`src/rtl/cfs_pkg.sv`:
```
package cfs_pkg;

    localparam int WORD_W    = 48;
    localparam int ADDR_W    = 12;
    localparam int LEN_W     = 3;
    localparam int SLOTS     = 6;
    localparam int BIDX_W    = 8;

    localparam int LEN_LSB   = 12;
    localparam int SEQ_LSB   = 16;
    localparam int FORCE_BIT = 33;
    localparam int BIDX_LSB  = 34;
    localparam int CLEAN_BIT = 41;
    localparam int COND_BIT  = 42;
    localparam int OP_LSB    = 44;

    typedef enum logic [3:0] {
        OP_NOP          = 4'd0,
        OP_EXEC         = 4'd1,
        OP_EXEC_END     = 4'd2,
        OP_BEXEC        = 4'd3,
        OP_BEXEC_END    = 4'd4,
        OP_PEXEC        = 4'd5,
        OP_PEXEC_END    = 4'd6,
        OP_LOOP_BEGIN   = 4'd7,
        OP_LOOP_CLOSE   = 4'd8,
        OP_CALL         = 4'd9,
        OP_RET          = 4'd10,
        OP_JUMP         = 4'd11,
        OP_ALLOC        = 4'd12,
        OP_BEXEC_CL     = 4'd13,
        OP_BEXEC_CL_END = 4'd14,
        OP_VFETCH_DONE  = 4'd15
    } cf_op_e;

    typedef enum logic [2:0] {
        K_CLAUSE_ALWAYS,
        K_CLAUSE_BOOL,
        K_CLAUSE_PRED,
        K_JUMP,
        K_CALL,
        K_RET,
        K_LOOP,
        K_PASS
    } cf_kind_e;

    typedef enum logic [1:0] {
        S_RUN,
        S_LOOP,
        S_DONE
    } seq_state_e;

    typedef struct packed {
        cf_kind_e                kind;
        logic                    is_end;
        logic                    clean;
        logic                    cond;
        logic                    force_take;
        logic [BIDX_W-1:0]       bidx;
        logic [ADDR_W-1:0]       target;
        logic [LEN_W-1:0]        len;
        logic [SLOTS-1:0]        fetch;
        logic [SLOTS-1:0]        serial;
    } cf_dec_t;

    function automatic logic is_clause(cf_kind_e k);
        return (k == K_CLAUSE_ALWAYS) || (k == K_CLAUSE_BOOL) || (k == K_CLAUSE_PRED);
    endfunction

endpackage

```
`src/rtl/cfs_decode.sv`:
```
module cfs_decode
    import cfs_pkg::*;
(
    input  logic [WORD_W-1:0] word_i,
    output cf_dec_t           dec_o
);
    cf_op_e           op;
    logic [SLOTS-1:0] fetch_v;
    logic [SLOTS-1:0] serial_v;
    logic             unused_w;

    assign op       = cf_op_e'(word_i[OP_LSB +: 4]);
    assign unused_w = ^{word_i[43], word_i[32:28], word_i[15]};

    for (genvar g = 0; g < SLOTS; g++) begin : g_slot
        assign fetch_v[g]  = word_i[SEQ_LSB + 2*g];
        assign serial_v[g] = word_i[SEQ_LSB + 2*g + 1];
    end

    always_comb begin
        dec_o            = '0;
        dec_o.kind       = K_PASS;
        dec_o.target     = word_i[ADDR_W-1:0];
        dec_o.len        = word_i[LEN_LSB +: LEN_W];
        dec_o.fetch      = fetch_v;
        dec_o.serial     = serial_v;
        dec_o.cond       = word_i[COND_BIT];
        dec_o.bidx       = word_i[BIDX_LSB +: BIDX_W];
        dec_o.force_take = word_i[FORCE_BIT];
        dec_o.is_end     = (op == OP_EXEC_END) || (op == OP_BEXEC_END) ||
                           (op == OP_PEXEC_END) || (op == OP_BEXEC_CL_END);
        case (op)
            OP_EXEC, OP_EXEC_END: begin
                dec_o.kind  = K_CLAUSE_ALWAYS;
                dec_o.clean = word_i[CLEAN_BIT];
            end
            OP_BEXEC, OP_BEXEC_END: begin
                dec_o.kind  = K_CLAUSE_BOOL;
                dec_o.clean = 1'b0;
            end
            OP_BEXEC_CL, OP_BEXEC_CL_END: begin
                dec_o.kind  = K_CLAUSE_BOOL;
                dec_o.clean = 1'b1;
            end
            OP_PEXEC, OP_PEXEC_END: begin
                dec_o.kind  = K_CLAUSE_PRED;
                dec_o.clean = word_i[CLEAN_BIT];
            end
            OP_LOOP_BEGIN, OP_LOOP_CLOSE: dec_o.kind = K_LOOP;
            OP_CALL:                      dec_o.kind = K_CALL;
            OP_RET:                       dec_o.kind = K_RET;
            OP_JUMP:                      dec_o.kind = K_JUMP;
            default:                      dec_o.kind = K_PASS;
        endcase
    end
endmodule

```
`src/rtl/cfs_pred_eval.sv`:
```
module cfs_pred_eval #(
    parameter int LANES = 64
) (
    input  logic [LANES-1:0] pred_i,
    input  logic [LANES-1:0] live_i,
    input  logic             want_i,
    output logic             hit_o
);
    logic [LANES-1:0] lane_pass;

    for (genvar g = 0; g < LANES; g++) begin : g_lane
        assign lane_pass[g] = live_i[g] & (pred_i[g] == want_i);
    end

    assign hit_o = |lane_pass;
endmodule

```
`src/rtl/cfs_call_stack.sv`:
```
module cfs_call_stack #(
    parameter int DEPTH = 4,
    parameter int W     = 12
) (
    input  logic         clk,
    input  logic         rst,
    input  logic         push_i,
    input  logic         pop_i,
    input  logic [W-1:0] push_data_i,
    output logic [W-1:0] top_o,
    output logic         full_o,
    output logic         empty_o
);
    localparam int CNT_W = $clog2(DEPTH + 1);
    localparam int PTR_W = (DEPTH > 1) ? $clog2(DEPTH) : 1;

    logic [W-1:0]     mem [DEPTH];
    logic [CNT_W-1:0] count;
    logic [CNT_W-1:0] count_m1;

    assign count_m1 = count - 1'b1;
    assign full_o   = (count == CNT_W'(DEPTH));
    assign empty_o  = (count == '0);
    assign top_o    = mem[count_m1[PTR_W-1:0]];

    always_ff @(posedge clk) begin
        if (rst) begin
            count <= '0;
            for (int i = 0; i < DEPTH; i++) mem[i] <= '0;
        end else if (push_i && !full_o) begin
            mem[count[PTR_W-1:0]] <= push_data_i;
            count <= count + 1'b1;
        end else if (pop_i && !empty_o) begin
            count <= count_m1;
        end
    end

    assert_push_has_room_R11: assert property (@(posedge clk) disable iff (rst)
        push_i |-> !full_o);
    assert_pop_has_entry_R11: assert property (@(posedge clk) disable iff (rst)
        pop_i |-> !empty_o);
    assert_depth_bound_R10: assert property (@(posedge clk) disable iff (rst)
        count <= CNT_W'(DEPTH));
    assert_full_holds_R11: assert property (@(posedge clk) disable iff (rst)
        (full_o && !pop_i) |=> full_o);
endmodule

```
`src/rtl/cfs_sequencer.sv`:
```
module cfs_sequencer
    import cfs_pkg::*;
#(
    parameter int LANES       = 64,
    parameter int STACK_DEPTH = 4
) (
    input  logic                 clk,
    input  logic                 rst,
    input  logic                 instr_valid,
    input  logic [WORD_W-1:0]    instr_word,
    output logic                 instr_ready,
    input  logic [(1<<BIDX_W)-1:0] bool_bank,
    input  logic [LANES-1:0]     lane_pred,
    input  logic [LANES-1:0]     lane_live,
    input  logic                 pred_valid,
    output logic                 clause_valid,
    output logic [ADDR_W-1:0]    clause_addr,
    output logic [LEN_W-1:0]     clause_len,
    output logic [SLOTS-1:0]     slot_fetch,
    output logic [SLOTS-1:0]     slot_serial,
    output logic [ADDR_W-1:0]    next_pc,
    output logic                 prog_done,
    output logic                 stack_err,
    output logic                 loop_req,
    output logic [WORD_W-1:0]    loop_word,
    input  logic                 loop_ack,
    input  logic                 loop_taken,
    input  logic [ADDR_W-1:0]    loop_target
);
    cf_dec_t          dec;
    seq_state_e       state;
    logic [ADDR_W-1:0] pc;
    logic [ADDR_W-1:0] pc_inc;
    logic [ADDR_W-1:0] stk_top;
    logic             stk_full, stk_empty, stk_push, stk_pop;
    logic             pred_stale;
    logic             bool_hit, pred_hit, run, take, accept, pred_block;

    cfs_decode u_decode (
        .word_i (instr_word),
        .dec_o  (dec)
    );

    cfs_pred_eval #(.LANES(LANES)) u_pred (
        .pred_i (lane_pred),
        .live_i (lane_live),
        .want_i (dec.cond),
        .hit_o  (pred_hit)
    );

    cfs_call_stack #(.DEPTH(STACK_DEPTH), .W(ADDR_W)) u_stack (
        .clk         (clk),
        .rst         (rst),
        .push_i      (stk_push),
        .pop_i       (stk_pop),
        .push_data_i (pc_inc),
        .top_o       (stk_top),
        .full_o      (stk_full),
        .empty_o     (stk_empty)
    );

    assign pc_inc     = pc + 1'b1;
    assign bool_hit   = (bool_bank[dec.bidx] == dec.cond);
    assign take       = dec.force_take | bool_hit;
    assign pred_block = pred_stale && !pred_valid && (dec.kind == K_CLAUSE_PRED);
    assign instr_ready = (state == S_RUN) && !pred_block;
    assign accept     = instr_valid && instr_ready;

    always_comb begin
        case (dec.kind)
            K_CLAUSE_ALWAYS: run = 1'b1;
            K_CLAUSE_BOOL:   run = bool_hit;
            K_CLAUSE_PRED:   run = pred_hit;
            default:         run = 1'b0;
        endcase
    end

    assign stk_push = accept && (dec.kind == K_CALL) && take && !stk_full;
    assign stk_pop  = accept && (dec.kind == K_RET) && !stk_empty;

    always_ff @(posedge clk) begin
        if (rst) begin
            state        <= S_RUN;
            pc           <= '0;
            clause_valid <= 1'b0;
            clause_addr  <= '0;
            clause_len   <= '0;
            slot_fetch   <= '0;
            slot_serial  <= '0;
            stack_err    <= 1'b0;
            pred_stale   <= 1'b0;
            loop_req     <= 1'b0;
            loop_word    <= '0;
        end else begin
            clause_valid <= 1'b0;
            loop_req     <= 1'b0;
            if (pred_valid) pred_stale <= 1'b0;
            case (state)
                S_RUN: if (accept) begin
                    if (is_clause(dec.kind)) begin
                        pc <= pc_inc;
                        if (run) begin
                            clause_valid <= 1'b1;
                            clause_addr  <= dec.target;
                            clause_len   <= dec.len;
                            slot_fetch   <= dec.fetch;
                            slot_serial  <= dec.serial;
                            if (!dec.clean) pred_stale <= 1'b1;
                            if (dec.is_end) state <= S_DONE;
                        end
                    end else begin
                        case (dec.kind)
                            K_JUMP: pc <= take ? dec.target : pc_inc;
                            K_CALL: begin
                                if (!take) begin
                                    pc <= pc_inc;
                                end else if (stk_full) begin
                                    stack_err <= 1'b1;
                                    pc        <= pc_inc;
                                end else begin
                                    pc <= dec.target;
                                end
                            end
                            K_RET: begin
                                if (stk_empty) begin
                                    stack_err <= 1'b1;
                                    pc        <= pc_inc;
                                end else begin
                                    pc <= stk_top;
                                end
                            end
                            K_LOOP: begin
                                loop_req  <= 1'b1;
                                loop_word <= instr_word;
                                state     <= S_LOOP;
                            end
                            default: pc <= pc_inc;
                        endcase
                    end
                end
                S_LOOP: if (loop_ack) begin
                    pc    <= loop_taken ? loop_target : pc_inc;
                    state <= S_RUN;
                end
                default: state <= S_DONE;
            endcase
        end
    end

    assign next_pc   = pc;
    assign prog_done = (state == S_DONE);

    assert_clause_follows_accept_R2: assert property (@(posedge clk) disable iff (rst)
        clause_valid |-> $past(accept));
    assert_done_sticky_R7: assert property (@(posedge clk) disable iff (rst)
        prog_done |=> (prog_done && $stable(next_pc)));
    assert_done_blocks_R7: assert property (@(posedge clk) disable iff (rst)
        prog_done |-> !instr_ready);
    assert_loop_pulse_R12: assert property (@(posedge clk) disable iff (rst)
        loop_req |=> !loop_req);
    assert_loop_holds_R12: assert property (@(posedge clk) disable iff (rst)
        loop_req |-> !instr_ready);
    assert_err_sticky_R11: assert property (@(posedge clk) disable iff (rst)
        stack_err |=> stack_err);
    assert_stale_stall_R8: assert property (@(posedge clk) disable iff (rst)
        (clause_valid && $past(!dec.clean) && !pred_valid && instr_valid &&
         dec.kind == K_CLAUSE_PRED) |-> !instr_ready);
endmodule

```
`config.mk`:
```
export PLATFORM = sky130hd
export DESIGN_NAME = cfs_sequencer
export DESIGN_NICKNAME = d
export VERILOG_FILES = /design/src/rtl/cfs_pkg.sv /design/src/rtl/cfs_decode.sv /design/src/rtl/cfs_pred_eval.sv /design/src/rtl/cfs_call_stack.sv /design/src/rtl/cfs_sequencer.sv
export SDC_FILE = /design/constraint.sdc
export NUM_CORES = 1
export LEC_CHECK = 0
export BUFFER_PORTS_ARGS = -buffer_cell sky130_fd_sc_hd__buf_2
export CORE_AREA = 5 5 208 210
export DETAILED_ROUTE_END_ITERATION = 10
export DIE_AREA = 0 0 213 215
export PLACE_DENSITY_LB_ADDON = 0.2
export SYNTH_ARGS = -nofsm -noshare
export SYNTH_HDL_FRONTEND = slang
export SYNTH_SLANG_ARGS = --single-unit
```
`constraint.sdc`:
```
create_clock -name clk -period 3 [get_ports clk]
set_clock_uncertainty 0.15 [all_clocks]
set_input_delay 0.3 -clock clk [delete_from_list [all_inputs] [get_ports clk]]
set_output_delay 0.3 -clock clk [all_outputs]
set_load 0.02 [all_outputs]
```
Word-level counts from Yosys, hierarchy flattened --
Memory sizes are Yosys's and may differ from the RTL's. Index checks and enable logic that the tools add are counted.
Word-level totals: register bits after elaboration 96, bits in latches 0, bits in writable memories 48, ROM bits 0, logic and storage cells 266, memories kept 1
Cells by class: add/sub/neg operators 3, multiply operators 0, div/mod/pow operators 0, order comparisons 1, eq/ne operators 96, shifts and indexed selects 0, muxes and demuxes 44, bitwise logic cells 68, reduce and logical (&&, ||, !) cells 41
Memories:
- u_stack.mem | depth 4, width 12, rd ports 1, clocked after memory_dff 0, write ports 4, RTL line cfs_call_stack.sv:17 | logic [W-1:0] mem [DEPTH];
Operators with widths (number):
- 12-bit 2-to-1 mux | 9
- 1-bit equality test | 65
- 1-bit bitwise AND | 64
- 64-bit OR reduction | 1
- 12-bit one-hot mux with 4 select lines | 1
- 4-bit equality test, second input constant | 6
- 12-bit one-hot mux with 2 select lines | 1
- 3-bit one-hot mux with 7 select lines | 1
- 1-bit 2-to-1 mux | 18
- 4-bit by 3-bit equality test with 1-bit output, second input constant | 4
- 4-bit OR reduction | 4
- 2-bit 2-to-1 mux | 7
- 12-bit by 1-bit adder with 12-bit output, second input constant | 1
- 3-bit equality test, second input constant | 4
- 4-bit AND reduction | 3
- 12-bit OR reduction | 1
- 1-bit logical AND | 11
- 8-bit by 9-bit less-than comparator with 1-bit output, second input constant | 1
- 3-bit != test, second input constant | 3
- 1-bit binary-select mux with 8-bit select | 1
- 4-bit by 2-bit equality test with 1-bit output, second input constant | 2
- 2-bit OR reduction | 4
- 7-bit AND reduction | 1
- 3-bit by 2-bit equality test with 1-bit output, second input constant | 2
- 21 further kinds | 38

Longest topological paths before layout --
Gate-level depths: netlist of the first run.
depth after elaboration 17, mapped depth 15

Cells and area by module --
From an unflattened synthesis of the first run, not the netlist that was laid out.
Second synthesis, totals: cells, all modules 1166, area, all modules 10806.6 sq um
Modules (own cells, without submodules):
- cfs_sequencer | instances 1, cells each 826, area an instance 7009.2 sq um, seq. area each 1861.8 sq um
- cfs_call_stack | instances 1, cells each 158, area an instance 2448.6 sq um, seq. area each 1501.4 sq um
- cfs_pred_eval | instances 1, cells each 123, area an instance 944.7 sq um, seq. area each 0.0 sq um
- cfs_decode | instances 1, cells each 59, area an instance 404.1 sq um, seq. area each 0.0 sq um

Worst setup path after synthesis of the first run --
Ideal clock, no wire load.
path type input-to-reg, from input port instr_word[44], to register pc[2], in the netlist next_pc[2], arrival time 3089 ps, slack -373 ps, stages 11, cells stage by stage clkbuf_1 > xnor2_1 > nor2_1 > a311oi_1 > nand2_1 > a211oi_1 > o31ai_1 > a21oi_1 > o2111ai_1 > a311oi_1 > a211oi_1
On the way: longest elaborated chain between the ends 10
RTL lines:
- from (decl) | RTL line cfs_sequencer.sv:10 | input logic [WORD_W-1:0] instr_word,
- 4-bit by 2-bit equality test with 1-bit output (tied with other cells) | RTL line cfs_decode.sv:32 | case (op)
- 4-bit OR reduction (no line) / 2-bit OR reduction (equally long branches)
- 3-bit one-hot mux with 7 select lines (*) | RTL line cfs_decode.sv:32
- 3-bit by 2-bit equality test with 1-bit output (*) | RTL line cfs_sequencer.sv:65 | assign pred_block = pred_stale && !pred_valid && (dec.kind == K_CLAUSE_PRED);
- 1-bit logical AND (*) | RTL line cfs_sequencer.sv:65
- 1-bit logical NOT (*) | RTL line cfs_sequencer.sv:66 | assign instr_ready = (state == S_RUN) && !pred_block;
- 1-bit logical AND (*) | RTL line cfs_sequencer.sv:66
- named net instr_ready | RTL line cfs_sequencer.sv:11 | output logic instr_ready,
- 1-bit logical AND (*) | RTL line cfs_sequencer.sv:67 | assign accept = instr_valid && instr_ready;
- 2-bit != test (no line) (*)
- 4-bit AND reduction (no line) (*)
- to (signal assigned) | RTL line cfs_sequencer.sv:101 | pc <= pc_inc;
- to (signal assigned) | RTL line cfs_sequencer.sv:113 | K_JUMP: pc <= take ? dec.target : pc_inc;
- to (signal assigned) | RTL line cfs_sequencer.sv:116 | pc <= pc_inc;
- to (decl) | RTL line cfs_sequencer.sv:32 | logic [ADDR_W-1:0] pc;
The timed path passes the listed nets; every way through them passes the cells marked *. The select of a mux whose other input is x is not followed. A chain may end at the register's enable or synchronous reset.

Worst setup path in the final report of the first run --
from input port instr_word[34], to register pc[8], in the netlist next_pc[8]
On the way: longest elaborated chain between the ends 9
RTL lines:
- 1-bit binary-select mux with 8-bit select (*) | RTL line cfs_sequencer.sv:63 | assign bool_hit = (bool_bank[dec.bidx] == dec.cond);
- 1-bit 2-to-1 mux (implied by the code) (*) | RTL line cfs_sequencer.sv:63
- 1-bit equality test (*) | RTL line cfs_sequencer.sv:63
- 1-bit bitwise OR (*) | RTL line cfs_sequencer.sv:64 | assign take = dec.force_take | bool_hit;
- 12-bit 2-to-1 mux, on equally long branches | RTL line cfs_sequencer.sv:115, cfs_sequencer.sv:113
- 12-bit one-hot mux with 4 select lines (*) | RTL line cfs_sequencer.sv:112 | case (dec.kind)
- 12-bit 2-to-1 mux (*) | RTL line cfs_sequencer.sv:100 | if (is_clause(dec.kind)) begin
- 12-bit 2-to-1 mux (*) | RTL line cfs_sequencer.sv:99 | S_RUN: if (accept) begin
- 12-bit one-hot mux with 2 select lines (*) | RTL line cfs_sequencer.sv:98 | case (state)
Mark *: on every way between the ends. The rest lies on a longest branch, timed or not. The select of a mux whose other input is x is not followed.

==> results of run 1 <==
[where the power goes]
part	internal, mW	total (mW)	switching [mW]
Sequential	2.09	2.14	0.0494
Combinational	0.792	1.64	0.844
Clock	1.29	2.20	0.906
[critical path: stages]
cell and delay (ns):
sky130_fd_sc_hd__buf_16 0.12, sky130_fd_sc_hd__buf_4 0.17, sky130_fd_sc_hd__mux4_2 0.54, sky130_fd_sc_hd__a22oi_1 0.20
sky130_fd_sc_hd__nand3_1 0.09, sky130_fd_sc_hd__a21o_1 0.20, sky130_fd_sc_hd__o22ai_2 0.23, sky130_fd_sc_hd__nor4_4 0.08
sky130_fd_sc_hd__buf_6 0.14, sky130_fd_sc_hd__mux2i_4 0.19, sky130_fd_sc_hd__buf_6 0.16, sky130_fd_sc_hd__buf_4 0.15
sky130_fd_sc_hd__buf_4 0.13, sky130_fd_sc_hd__a211o_1 0.27, sky130_fd_sc_hd__a211oi_1 0.19
[state kept, by name, indices dropped and copies added, names as in the netlist, 2 cells and up]
signal and count:
state 2, u_stack.count 3, u_stack.mem 48, clause_addr 12, slot_fetch 6, loop_word 48, slot_serial 6, clause_len 3
next_pc 12
[cell type report]
class	instances	area (sq um)
fillers	4307	26300
repair buffers	683	4130
clock inverters	14	154
multi-input cells	835	6130
diodes	5	12.5
clock buffers	18	450
well taps	539	674
flip-flops and latches	144	3360
inverters	51	191
[placed cells by master, fill, tap and decap left out, types with 10 or more instances in the layout]
cell / instances
sky130_fd_sc_hd__a211oi_1: 10
sky130_fd_sc_hd__a21oi_1: 108
sky130_fd_sc_hd__a221oi_1: 14
sky130_fd_sc_hd__a22oi_1: 31
sky130_fd_sc_hd__buf_12: 10
sky130_fd_sc_hd__buf_2: 538
sky130_fd_sc_hd__buf_4: 90
sky130_fd_sc_hd__clkbuf_16: 21
sky130_fd_sc_hd__dfxtp_1: 96
sky130_fd_sc_hd__dlygate4sd3_1: 29
sky130_fd_sc_hd__edfxtp_1: 48
sky130_fd_sc_hd__inv_1: 52
sky130_fd_sc_hd__mux2i_1: 37
sky130_fd_sc_hd__mux4_2: 60
sky130_fd_sc_hd__nand2_1: 127
sky130_fd_sc_hd__nand3_1: 52
sky130_fd_sc_hd__nand4_1: 11
sky130_fd_sc_hd__nor2_1: 97
sky130_fd_sc_hd__nor2b_1: 28
sky130_fd_sc_hd__nor3_1: 11
sky130_fd_sc_hd__o21ai_0: 29
sky130_fd_sc_hd__o21ai_1: 19
sky130_fd_sc_hd__o22ai_1: 22
[synthesized netlist by cell type (all sizes together), types with 11 or more instances]
cell | count | area, sq um
nor3 | 15 | 86.3
nand4 | 11 | 68.8
nand2 | 129 | 487
o21ai | 50 | 262
a211oi | 11 | 87.6
a21oi | 114 | 578
dfxtp | 96 | 1920
nor2b | 29 | 181
o22ai | 25 | 169
clkbuf | 54 | 206
edfxtp | 48 | 1440
mux2i | 38 | 384
mux4 | 60 | 1350
nor2 | 104 | 398
nand3 | 57 | 285
buf | 26 | 195
a221oi | 15 | 131
a22oi | 35 | 263
inv | 51 | 191
[routing by layer]
layer,vias to the layer above,global-route usage (%),part of all wire [%]
li1,5396,-,-
met1,5396,25.0,41
met2,465,34.5,50
met3,73,3.40,6.4
met4,6,5.82,2.4
met5,-,0,0.070
[worst min-delay path by stage]
stage / start / to / slack [ns]
3_5_place_dp: stack_err / stack_err / 0.29
5_1_grt: instr_word[1] / loop_word[1] / 0.008
6_report: instr_word[1] / loop_word[1] / 0.03
4_1_cts: pred_valid / pred_stale / 0.002
2_1_floorplan: instr_word[0] / loop_word[0] / 0.29
3_3_place_gp: stack_err / stack_err / 0.28
[cell families (layout without fill, tap and decap cells)]
family | Yosys count | in the layout | share of synthesized area [%]
compound gates | 322 | 324 | 21.1
flops | 144 | 144 | 34.2
other cells | 0 | 5 | 0
fa+ha+maj | 4 | 4 | 0.508
buf+inv | 131 | 766 | 6.02
simple gates | 394 | 394 | 19.2
xor+xnor | 13 | 13 | 1.16
mux | 100 | 100 | 17.9
[through the flow]
stage	TNS, ns	cells
finish	0	2289
global route	-0.924	2289
CTS	0	2271
detailed placement	-72.99	2203
floorplan	-2.28	1108
global placement	-68.89	2203
[repair_timing]
item / in CTS / in global routing
gates resized for setup: 17 / 37
setup endpoints to repair: 105 / 140
pin swaps: 6 / 10
hold buffers: 29 / 0
gates cloned: 2 / 4
endpoints found under the hold margin: 45 / 0
setup buffers: 5 / 9
==> parameters.txt, run 1 <==
Parameter                              Value

Run status
  Status ... complete, no violations

Worst setup path
  Setup slack of the most critical reg-to-reg path ... 0.40 ns
  Req. time, crit path ... 3.20 ns
  Critical path arrival ... 3.17 ns
  Beginning of the worst register-to-register path ... pred_stale
  Peak fanout along the critical path ... 10
  Nature of the critical path endpoint ... flop
  Worst Setup Path Type ... in -> reg
  Capturing point of the worst reg2reg path ... clause_addr[2]
  Start point of the critical path ... instr_word[34]
  Startpoint type of the worst setup path ... input port
  Depth of the most critical reg-to-reg path ... 9
  Crit path to ... next_pc[8]

Clock network
  Clock Path Buffers ... 2
  Number of buffers created by CTS ... 17
  Cell at the root of the clock tree ... sky130_fd_sc_hd__clkbuf_16
  Sinks on the clock net ... 144
  CTS clk-pin slew, worst paths ... 0.07 ns
  Worst skew pair latency ... 0.43 ns
  Clock tree from TritonCTS ... built
  CTS HTree Levels ... 4

STA
  Final count of negative-setup-slack endpoints ... 0
  Crit path setup slack, layout ... 0.0218 ns
  Transition at the pin with the smallest max-transition slack ... 0.839 ns
  Setup repair after global routing missed its margin ... yes
  Slew Limit Fails ... 0
  Worst slew margin ... 43.7%
  Shortest period the worst path allows ... 2.98 ns
  Worst hold-check slack ... 0.0280 ns
  Period utilisation layout ... 99.3%
  Final Hold Violating Endpoints ... 0
  Peak Freq ... 0.336 GHz

Synth
  Number of enable flip-flop cells after synthesis ... 48
  Part of the Yosys area used for sequential elements ... 34.2%
  Post-synthesis async set-or-reset flop share ... 0%
  Net count of the mapped netlist ... 1562
  Synthesis Warnings ... 0
  Synth Cell Area ... 0.00985 sq mm
  Syn Area/Cell ... 8.89 sq um
  Synthesized netlist cell count ... 1108
  Post-synthesis cell type count ... 75
  Main flop type after synthesis ... sky130_fd_sc_hd__dfxtp_1
  Number of synthesized register bits ... 144

Detailed routing
  ANT nets after route ... 0
  DRC violation count after routing ... 0
  Detailed Routing Iterations Pass 1 ... 7
  Starting DRT DRC Count ... 697
  Count of vias placed by the detailed router ... 11336
  Via density per instance ... 4.95
  Total Wirelength ... 48400 microns
  WL per Instance ... 21.2 microns

Hold path
  Kind of path behind the tightest hold check ... in -> reg
  Number of cells traversed by the worst hold path ... 3

Floorplanning
  Die area ... 0.0458 sq mm
  Y dimension of the die ... 215 microns
  Standard-cell row count ... 75
  I/O pin count ... 542
  Horizontal die dimension ... 213 microns
  Core outline area ... 0.0414 sq mm
  Initial core utilization ... 23.8%

Global route
  Global-route wire length before repair ... 69900 microns
  Total congestion overflow after global routing ... 0
  Tot GR Track Use ... 19.8%
  Vias in the first global route ... 11551
  Number of antenna violations at the first check in global routing ... 9
  Maximum number of pins on one net before global-route repair ... 78

Placed design
  Total of buffers placed on input and output ports ... 541
  Final weighted congestion in routability-driven placement ... 0.925
  Final HPWL from detailed placement ... 39300 microns
  Post-DP Area ... 0.0137 sq mm
  Placement-stage worst setup slack ... -0.669 ns

Final layout
  Layout overhead on the synthesized area ... 53.4%
  Fraction of layout instances using a drive strength above 1 ... 46.2%
  Post-layout net count ... 2186
  Non-Filler Cell Area, Final ... 0.0151 sq mm
  Final cell utilization of the core ... 36.5%

Power and ir drop
  Leakage power of the design ... 6.64 nW
  Peak supply drop ... 0.221 mV
  Power Total ... 5.97 mW
  Pwr/cell area ... 395 mW/mm^2

Flow run
  # Max-Cap Violations ... 0
(Power assumes the default switching activity.)
==> inputs of run 2 (changes only) <==
--- a/config.mk
+++ b/config.mk
@@ -6,10 +6,11 @@
 export NUM_CORES = 1
 export LEC_CHECK = 0
 export BUFFER_PORTS_ARGS = -buffer_cell sky130_fd_sc_hd__buf_2
-export CORE_AREA = 5 5 208 210
+export CORE_AREA = 2 2 211 213
 export DETAILED_ROUTE_END_ITERATION = 10
 export DIE_AREA = 0 0 213 215
 export PLACE_DENSITY_LB_ADDON = 0.2
+export RECOVER_POWER = 100
 export SYNTH_ARGS = -nofsm -noshare
 export SYNTH_HDL_FRONTEND = slang
 export SYNTH_SLANG_ARGS = --single-unit
==> run 2 against run 1 <==
Against the previous run:
- die area did not move
- non-clock buffer count shrank 3
- critical path depth grew 1
- core utilization is 1.9 points lower
- worst setup slack better by 0.017 ns
- maximum frequency is 0.58% higher
- global-route usage grew 0.48 points
- sequential power hardly changed
- total power grew 2.0%
==> parameters.txt, run 2 (same netlist as run 1, synthesis figures left out) <==
Parameter                              Value

Run status
  Status ... complete, no violations

Worst setup path
  Worst Setup Path Type ... in -> reg
  CP Buf/Inv Count ... 6 (unchanged)
  Largest stage delay on the critical path ... 0.48 ns (-0.06 ns)
  Setup slack of the most critical reg-to-reg path ... 0.26 ns (-0.14 ns)
  Dominant delay contributor by cell family on the critical path ... multiplexers
  Startpoint type of the worst setup path ... input port
  Nature of the critical path endpoint ... flop
  Req. time, crit path ... 3.13 ns (-0.07 ns)
  Depth of the most critical reg-to-reg path ... 8 (-1)
  Most repeated library cell on the critical path ... sky130_fd_sc_hd__buf_12
  Peak fanout along the critical path ... 7 (-3)
  Critical path arrival ... 3.09 ns (-0.08 ns)
  Capturing point of the worst reg2reg path ... loop_word[2]
  Crit path max-delay cell type ... sky130_fd_sc_hd__mux4_2
  CP cell instances ... buf_12 > buf_12 > buf_12 > buf_4 > mux4_2 > o22ai_1 > nor3_1 > a21o_1 > o22ai_4 > nor4_4 > buf_6 > mux2_4 > nor2_4 > nand3_4 > clkbuf_16 > nor2_2
  Beginning of the worst register-to-register path ... pred_stale

Floorplanning
  I/O pin count ... 542 (unchanged)
  Horizontal die dimension ... 213 microns (unchanged)
  Core outline area ... 0.0436 sq mm (+5.5%)
  Die area ... 0.0458 sq mm (unchanged)
  Y dimension of the die ... 215 microns (unchanged)
  Initial core utilization ... 22.6% (-1.2 points)
  Standard-cell row count ... 77 (+2.7%)

Hold path
  Hold endpoint ... loop_word[9]
  Hold path startpoint ... instr_word[9]
  Number of cells traversed by the worst hold path ... 3 (unchanged)
  Kind of path behind the tightest hold check ... in -> reg

Power and ir drop
  Pwr/cell area ... 403 mW/mm^2 (+1.9%)
  Peak supply drop ... 0.286 mV (+29%)
  Sequential Power Share ... 35.1% (-0.7 points)
  Fraction of power consumed by the clock network ... 38.1% (+1.3 points)
  P_int ... 4.29 mW (+2.9%)
  Leakage power of the design ... 6.23 nW (-6.2%)
  Switching power ... 1.80 mW (-0.11%)
  Net switching fraction of the power ... 29.5% (-0.62 points)
  Comb pwr share ... 26.9% (-0.5 points)

STA
  Worst hold-check slack ... 0.0206 ns (-0.00736 ns)
  Peak Freq ... 0.338 GHz (+0.58%)
  Period utilisation layout ... 98.7% (-0.57 points)
  Setup Total Neg Slack ... 0 ns (unchanged)
  Slew Limit Fails ... 0 (unchanged)
  Transition at the pin with the smallest max-transition slack ... 0.894 ns (+0.0551 ns)
  Setup repair after global routing missed its margin ... yes
  Final Hold Violating Endpoints ... 0 (unchanged)
  Worst slew margin ... 40.0% (-3.7 points)
  Shortest period the worst path allows ... 2.96 ns (-0.0171 ns)
  Final count of negative-setup-slack endpoints ... 0 (unchanged)

Placed design
  Final weighted congestion in routability-driven placement ... 0.950 (+2.7%)
  Total of buffers placed on input and output ports ... 541 (unchanged)
  Post-DP Area ... 0.0139 sq mm (+0.90%)
  DP Cell Count ... 2262 (+2.7%)
  Final HPWL from detailed placement ... 39900 microns (+1.4%)

Global route
  Global-route wire length before repair ... 69400 microns (-0.80%)
  Maximum number of pins on one net before global-route repair ... 45 (-42%)
  Vias in the first global route ... 11466 (-0.74%)
  Tot GR Track Use ... 20.3% (+0.48 points)
  Number of antenna violations at the first check in global routing ... 13 (+4)
  Total congestion overflow after global routing ... 0 (unchanged)

Final layout
  Fraction of layout instances using a drive strength above 1 ... 41.7% (-4.6 points)
  Number of standard cells in the layout, taps in and fillers out ... 2341 (+2.3%)
  Post-layout net count ... 2183 (-0.14%)
  Commonest cells after routing, fill and taps aside ... sky130_fd_sc_hd__buf_2, sky130_fd_sc_hd__nand2_1, sky130_fd_sc_hd__a21oi_1
  Most common cell after layout, fill and taps aside ... sky130_fd_sc_hd__buf_2
  Final cell utilization of the core ... 34.6% (-1.9 points)
  Non-Filler Cell Area, Final ... 0.0151 sq mm (about the same)
  Layout overhead on the synthesized area ... 53.5% (about the same)
  Registers with the most flip-flops ... loop_word (48), u_stack.mem (48)

Detailed routing
  Starting DRT DRC Count ... 607 (-13%)
  WL per Instance ... 21.0 microns (-0.56%)
  Via density per instance ... 4.85 (-2.1%)
  Detailed Routing Iterations Pass 1 ... 5 (-2)
  Total Wirelength ... 49300 microns (+1.7%)
  DRC violation count after routing ... 0 (unchanged)
  Count of vias placed by the detailed router ... 11348 (+0.11%)
  ANT nets after route ... 0 (unchanged)

Clock network
  Clock Path Buffers ... 2 (unchanged)
  Sinks on the clock net ... 144 (unchanged)
  Cell at the root of the clock tree ... sky130_fd_sc_hd__clkbuf_16
  Worst skew pair latency ... 0.43 ns (about the same)
  Number of buffers created by CTS ... 17 (unchanged)
  Clock tree from TritonCTS ... built
  CTS clk-pin slew, worst paths ... 0.06 ns (about the same)
  CTS HTree Levels ... 4 (unchanged)

Flow run
  # Max-Cap Violations ... 0 (unchanged)
## run 2: layout make-up
class                           count  area (sq um)
Clock buffer                       22           495
Antenna cell                        7          17.5
Clock inverter                     10           146
Inverter                           51           191
Tap cell                          592           741
Fill cell                        4623         28500
Timing Repair Buffer              680          3940
Multi-Input combinational cell    835          6220
Sequential cell                   144          3360
## run 2: power groups by stage
| stage | Clock (mW) | Combinational, mW | Sequential [mW] |
|---|---|---|---|
| detailed placement | 0 | 1.54 | 2.18 |
| floorplan | 0 | 0.732 | 2.23 |
| global route | 2.43 | 1.76 | 2.14 |
| finish | 2.32 | 1.63 | 2.13 |
| CTS | 2.37 | 1.58 | 2.13 |
| global placement | 0 | 1.53 | 2.17 |
## run 2: per-stage QoR
stage                     power (mW)  setup WS (ns)
after floorplan                 2.96         -0.118
after global placement          3.71         -0.543
after detailed placement        3.71         -0.555
after CTS                       6.08         0.0186
after global routing            6.34        -0.0999
final                           6.09         0.0389
## run 2: worst max-delay path by stage
stage                   start           endpoint  slack [ns]  cells after the start
4_1_cts        instr_word[34]  u_stack.mem[1][8]        0.02                     14
3_3_place_gp   instr_word[34]         next_pc[5]       -0.54                     14
2_1_floorplan  instr_word[44]         next_pc[2]       -0.12                     11
6_report       instr_word[34]  u_stack.mem[1][0]        0.04                     16
5_1_grt        instr_word[34]  u_stack.mem[1][0]        -0.1                     14
3_5_place_dp   instr_word[34]  u_stack.mem[3][1]       -0.56                     11
## run 2: repair_timing
action	in CTS	in global routing
resized for setup	5	70
hold endpoints to repair	40	0
setup endpoints to repair	62	140
pin swaps	4	12
setup buffers	0	7
hold buffers	27	0
cloned	0	7
## run 2: metal layers
layer	track usage (%)	vias up	routed length, microns
met2	34.9	439	24800
li1	-	5400	-
met4	8.04	8	1450
met5	0	-	57
met1	24.4	5442	20000
met3	4.28	59	3010
## run 2: worst min-delay path, cell delays in order
cell and delay, ns:
sky130_fd_sc_hd__buf_2 0.14, sky130_fd_sc_hd__nand2_1 0.06, sky130_fd_sc_hd__a21oi_1 0.05
